==> src/rtl/prot_pkg.sv <==
package prot_pkg;
  localparam int ATTR_NOACC_BIT = 20;
  localparam int ATTR_NOWR_BIT  = 21;
  localparam int ATTR_NOCACHE_BIT = 22;

  typedef struct packed {
    logic no_cache;
    logic no_write;
    logic no_access;
  } prot_attr_t;
endpackage

==> src/rtl/prot_region_file.sv <==
module prot_region_file
  import prot_pkg::*;
#(
  parameter int NREG    = 8,
  parameter int IDX_W   = 3,
  parameter int DATA_W  = 32,
  parameter int UPPER_W = 16
) (
  input  logic                              clk,
  input  logic                              rst,
  input  logic                              cfg_we,
  input  logic                              cfg_sel,
  input  logic [IDX_W-1:0]                  cfg_idx,
  input  logic [DATA_W-1:0]                 cfg_wdata,
  output logic [NREG-1:0][UPPER_W-1:0]      base_q,
  output logic [NREG-1:0][UPPER_W-1:0]      mask_q,
  output prot_attr_t [NREG-1:0]             attr_q,
  output logic [NREG-1:0]                   open_q
);

  for (genvar g = 0; g < NREG; g++) begin : g_reg
    logic sel_hit;
    assign sel_hit = cfg_we && (cfg_idx == IDX_W'(g));

    always_ff @(posedge clk) begin
      if (rst) begin
        base_q[g] <= '0;
        mask_q[g] <= '0;
        attr_q[g] <= '0;
      end else if (sel_hit) begin
        if (cfg_sel) begin
          mask_q[g] <= cfg_wdata[UPPER_W-1:0];
        end else begin
          base_q[g]           <= cfg_wdata[UPPER_W-1:0];
          attr_q[g].no_access <= cfg_wdata[ATTR_NOACC_BIT];
          attr_q[g].no_write  <= cfg_wdata[ATTR_NOWR_BIT];
          attr_q[g].no_cache  <= cfg_wdata[ATTR_NOCACHE_BIT];
        end
      end
    end

    assign open_q[g] = |mask_q[g];
  end

  // a zero size write leaves the region closed on the next cycle
  a_r6_zero_size_closes: assert property (@(posedge clk) disable iff (rst)
    (cfg_we && cfg_sel && (cfg_wdata[UPPER_W-1:0] == '0))
      |=> !open_q[$past(cfg_idx)]);

endmodule

==> config.mk <==
export PLATFORM = sky130hd
export DESIGN_NAME = prot_region_file
export DESIGN_NICKNAME = d
export VERILOG_FILES = /design/src/rtl/prot_pkg.sv /design/src/rtl/prot_region_file.sv
export SDC_FILE = /design/constraint.sdc
export NUM_CORES = 1
export LEC_CHECK = 0
export BUFFER_PORTS_ARGS = -buffer_cell sky130_fd_sc_hd__buf_2
export CORE_UTILIZATION = 52
export CTS_CLUSTER_SIZE = 8
export DETAILED_ROUTE_END_ITERATION = 10
export GPL_TIMING_DRIVEN = 1
export HOLD_SLACK_MARGIN = 0.12
export PLACE_DENSITY = 0.8
export SYNTH_ARGS = -nofsm -noshare
export SYNTH_HDL_FRONTEND = slang
export SYNTH_SLANG_ARGS = --single-unit
==> constraint.sdc <==
create_clock -name clk -period 1.4 [get_ports clk]
set_input_delay 0.07 -clock clk [delete_from_list [all_inputs] [get_ports clk]]
set_output_delay 0.07 -clock clk [all_outputs]
set_load 0.01 [all_outputs]
# == Word level (Yosys, flattened, before mapping) ==
# Index checks and enable logic that the tools add are counted.
# word_totals
ff_bits,280
latch_bits,0
ramBits,0
romBits,0
in_bits,39
out_inout_bits,288
memories,0
# classes
n_addsub,0
mul,0
div_mod_pow,0
n_lt_le_gt_ge,0
n_eq_ne,7
shifts,0
n_mux,0
bitwise_logic,1
n_reduce_logical,33
# ops
operator,n
$reduce_or A16 Y1,8
$reduce_and A2 Y1,16
$eq A3 B3 Y1 const B,4
$logic_and A1 B1 Y1,8
$eq A3 B2 Y1 const B,2
$eq A3 B1 Y1 const B,1
$logic_not A3 Y1,1
$not A1 Y1,1

# == Logic depth before layout (Yosys ltp) ==
# logic_depth
ltp_word,3
depth_mapped,6
mapped_depth_nobuf,3

# == Worst setup path before layout ==
# OpenSTA, ideal clock, no wires.
# synth_timing
path_kind,input-to-reg
startpoint,input cfg_idx[2]
endpoint,register base_q[101] in the netlist's numbering
arrival_ns,1.036
t_required_ns,1.328
path_slack_ns,0.293
cell_stages,6
cell_sequence,buf_4 -> nor2b_1 -> buf_4 -> nand2_4 -> buf_4 -> mux2i_1
# synth_via
elab_chain_cells,3
# synth_rtl
element,line,text
"start, declared",prot_region_file.sv:13,"input logic [IDX_W-1:0] cfg_idx,"
$eq A3 B3 Y1,prot_region_file.sv:23,assign sel_hit = cfg_we && (cfg_idx == IDX_W'(g));
$logic_and A1 B1 Y1,prot_region_file.sv:23,
$reduce_and A2 Y1 (no line),--,
"end signal, assigned by index",prot_region_file.sv:34,base_q[g] <= cfg_wdata[UPPER_W-1:0];
"end, declared",prot_region_file.sv:15,"output logic [NREG-1:0][UPPER_W-1:0] base_q,"
# No other way between the ends.
# A chain may end at the register's enable or synchronous reset.

# == Worst setup path in the final report ==
# layout_timing
startpoint,register mask_q[39] in the netlist's numbering
endpoint,output open_q[2]
# layout_via
elab_chain_cells,1
# layout_rtl
element,line,text
"start, declared",prot_region_file.sv:16,"output logic [NREG-1:0][UPPER_W-1:0] mask_q,"
"start signal, assigned by index",prot_region_file.sv:32,mask_q[g] <= cfg_wdata[UPPER_W-1:0];
$reduce_or A16 Y1,prot_region_file.sv:42,assign open_q[g] = |mask_q[g];
"end, declared",prot_region_file.sv:18,output logic [NREG-1:0] open_q
# No other way between the ends.

==> Flow_metrics.wiki <==
{| class="wikitable"
! Metric !! Value
|-
| Post-route DRC violation count || 0
|-
| Worst setup path startpoint || mask_q[39]$_SDFFE_PP0P_
|-
| Dominant synthesized flop cell || dfxtp_1
|-
| Worst-case clock buffer depth || 3
|-
| Final worst slack || -0.144 ns
|-
| Final setup violation count || 8
|-
| Post-synthesis net count || 1059
|-
| Clock Pin Slew Worst Setup and Hold Paths || 0.05 ns
|-
| Sequential fraction of the synthesis area || 49.7%
|-
| Leading post-synthesis cells by instance count || nand2b_1, dfxtp_1, mux2i_1, clkbuf_1, nor4_1
|-
| Reg2reg start || mask_q[86]$_SDFFE_PP0P_
|-
| Most frequently used cell type in the post-synthesis netlist || nand2b_1
|-
| Violated checks || setup timing
|-
| Number of nets in the finished design || between 1000 and 1500
|-
| Ys Warns || 0
|-
| Average wire length per cell after detail routing || between 15 and 20 um
|-
| Critical path capture point type || primary output
|-
| Number of violations of the max-capacitance limit || 0
|-
| Tightest slew margin relative to the limit || approximately 64%
|-
| Clock root buffer || clkbuf_16
|-
| Syn avg cell area || about 11 um2
|-
| Port buffer count || around 310
|-
| Vias in the first global route || 8790
|-
| Startpoint of the tightest hold check path || cfg_idx[0]
|-
| Total core area || 21200 um2
|-
| Starting DRC count in detailed routing || 418
|-
| Num rows || 53
|-
| Tmin final || approximately 1.5 ns
|-
| Final design utilization || about 70%
|-
| Clock network latency to the later pin of the worst-skew pair || 0.49 ns
|-
| Leakage power figure || 8.24 nW
|-
| Type of element launching the critical path || flip-flop
|-
| Cell taking the most area after synthesis || dfxtp_1
|-
| Die area || approximately 22000 um2
|-
| Drt total wl || roughly 32000 um
|-
| Die Span Y || about 150 um
|-
| Fmax || approximately 650 MHz
|-
| Cell types occupying the most area after synthesis || dfxtp_1, mux2i_1, nand2b_1, nor4_1, clkbuf_1
|-
| Share of the clock period used by the worst path || 110%
|-
| Delay of the slowest cell on the worst path || 0.36 ns
|-
| Endpoint required time on the critical path || between 1 and 1.5 ns
|-
| Total standard cell area after synthesis || around 11000 um2
|-
| Number of optimization iterations in the first detailed-route pass || 5
|-
| Total length of routed met3 wires || approximately 2200 um
|-
| Antenna violations before repair || 1
|-
| Setup repair after global routing missed its margin || true
|-
| Largest vdd supply drop || between 0.8 and 0.9 mV
|-
| Hold slack final || 0.168 ns
|-
| Antenna Nets Post-Route || 0
|-
| Run status || finished, violations left
|-
| CP delay by family, top || simple AND/OR/NAND/NOR gates
|-
| Global-route congestion overflow total || 0
|-
| Kind of path behind the tightest hold check || primary input to flip-flop
|-
| Maximum fanout encountered on the critical timing path || 3
|-
| Total number of clock tree sinks || 280
|-
| Worst path bufs/invs || 1
|-
| Global placement routability congestion || approximately 0.8
|-
| Count of cell types in the netlist || 23
|-
| Wire length of the first global-routing pass || just under 50000 um
|-
| Via Count || between 8000 and 9000
|-
| Critical path class || flip-flop to primary output
|-
| Share of flip-flops with an asynchronous set or reset after synthesis || 0%
|-
| Final worst clock skew || 0 ns
|-
| Detail-routed via count per cell || 5.34
|-
| Chip width || around 150 um
|-
| Share of cells above drive strength 1 || around 36%
|-
| Slowest stage cell on the critical path || nor4_1
|-
| Number of endpoints with negative hold slack in the final report || 0
|-
| Maximum number of pins on one net before global-route repair || 85
|-
| TritonCTS clock tree || done
|-
| Data arrival, critical path || ~1.5 ns
|-
| Number of H-tree branching levels || 2
|-
| Global-route usage over all layers || 28.6%
|-
| Final slew viol count || 0
|-
| Area Growth Syn to Fin || 32.0%
|-
| Total I/O pin count || ~330
|-
| Worst-Margin Slew || 0.540 ns
|-
| Wire length on met2 || 15600 um
|-
| Portion of synthesized cell area occupied by the leading cell type || ~50%
|-
| Power per Cell Area || 1190 nW/um2
|-
| Starting density of the core || a little over half
|-
| Uppermost metal layer occupied by signal nets || met4
|-
| Placed wire-length estimate after detailed placement || 21300 um
|-
| Routed length on met1 || roughly 13000 um
|-
| Number of buffers created by CTS || 40
|-
| Number of instances in the synthesized netlist || 1020
|-
| Placement-stage worst setup slack || between 0.006 and 0.007 ns
|-
| Number of enable flip-flop cells after synthesis || 0
|-
| CP Cell Sequence || nor4_1 -> nand4_1 -> buf_2
|-
| #FFs+latches synth || 280
|}
## state kept, by name (all words and copies together) (netlist names)
signal  cells
base_q    128
mask_q    128
attr_q     24
## layer usage
metal	vias up	track usage, %
li1	4089	-
met1	4275	34.9
met2	333	47.9
met3	78	6.21
met4	0	13.4
met5	-	0
## metrics by stage
| step | total power, W | TNS, ns | std cells | instance area, um2 |
|---|---|---|---|---|
| after CTS | 0.0178 | -0.628 | 1641 | 14800 |
| after floorplan | 0.00898 | 0 | 1020 | 11300 |
| final | 0.0178 | -0.595 | 1644 | 14900 |
| after global routing | 0.0183 | -1.07 | 1644 | 14900 |
| after global placement | 0.00944 | 0 | 1569 | 13200 |
| after detailed placement | 0.00945 | 0 | 1569 | 13200 |
## power by group
part           internal, W  leakage, nW  switching (W)
Sequential         0.00809         2.28      0.0000825
Clock              0.00512        0.514        0.00322
Combinational     0.000585         5.44       0.000643
## placed cells by master, fill, tap and decap left out, drive strengths merged, types with 4 or more instances in the layout
master / count
nor4: 32
buf: 380
dfxtp: 280
clkbuf: 41
nand4: 8
dlygate4sd3: 20
nand3: 4
nand2b: 299
nand2: 12
mux2i: 280
## repair_timing
action	4_1_cts	5_1_grt
resized for setup	54	19
setup endpoints to repair	8	8
pin swaps	22	10
endpoints found under the hold margin	261	0
buffers inserted	9	2
hold buffers	20	0
## path summary, 6_finish.rpt
kind / endpoint / slack, ns / cells after the start
worst max-delay path: open_q[2] / -0.14 / 3
worst min-delay path: base_q[94]$_SDFFE_PP0P_ / 0.17 / 4
worst max register to register: mask_q[86]$_SDFFE_PP0P_ / 0.65 / 3
worst min register to register: base_q[51]$_SDFFE_PP0P_ / 0.47 / 2
## worst reg2reg max path: stages, from the launching register on
cell,delay [ns]
dfxtp_2,0.34
buf_4,0.12
nand2b_1,0.06
mux2i_1,0.14
## cells by family after synthesis
kind of cell / after synthesis / synth area share, %
flops: 280 / 49.7
mux: 280 / 24.9
simple gates: 365 / 20.8
buf+inv: 95 / 4.57
## layout make-up
class	count	area, um2
Fill cell	1546	6280
Sequential cell	280	5650
Multi-Input combinational cell	645	5420
Timing Repair Buffer	400	2420
Clock buffer	41	1030
Tap cell	275	344
Clock inverter	2	17.5
Antenna cell	1	2.50
Power figures use the tool's default switching activity.
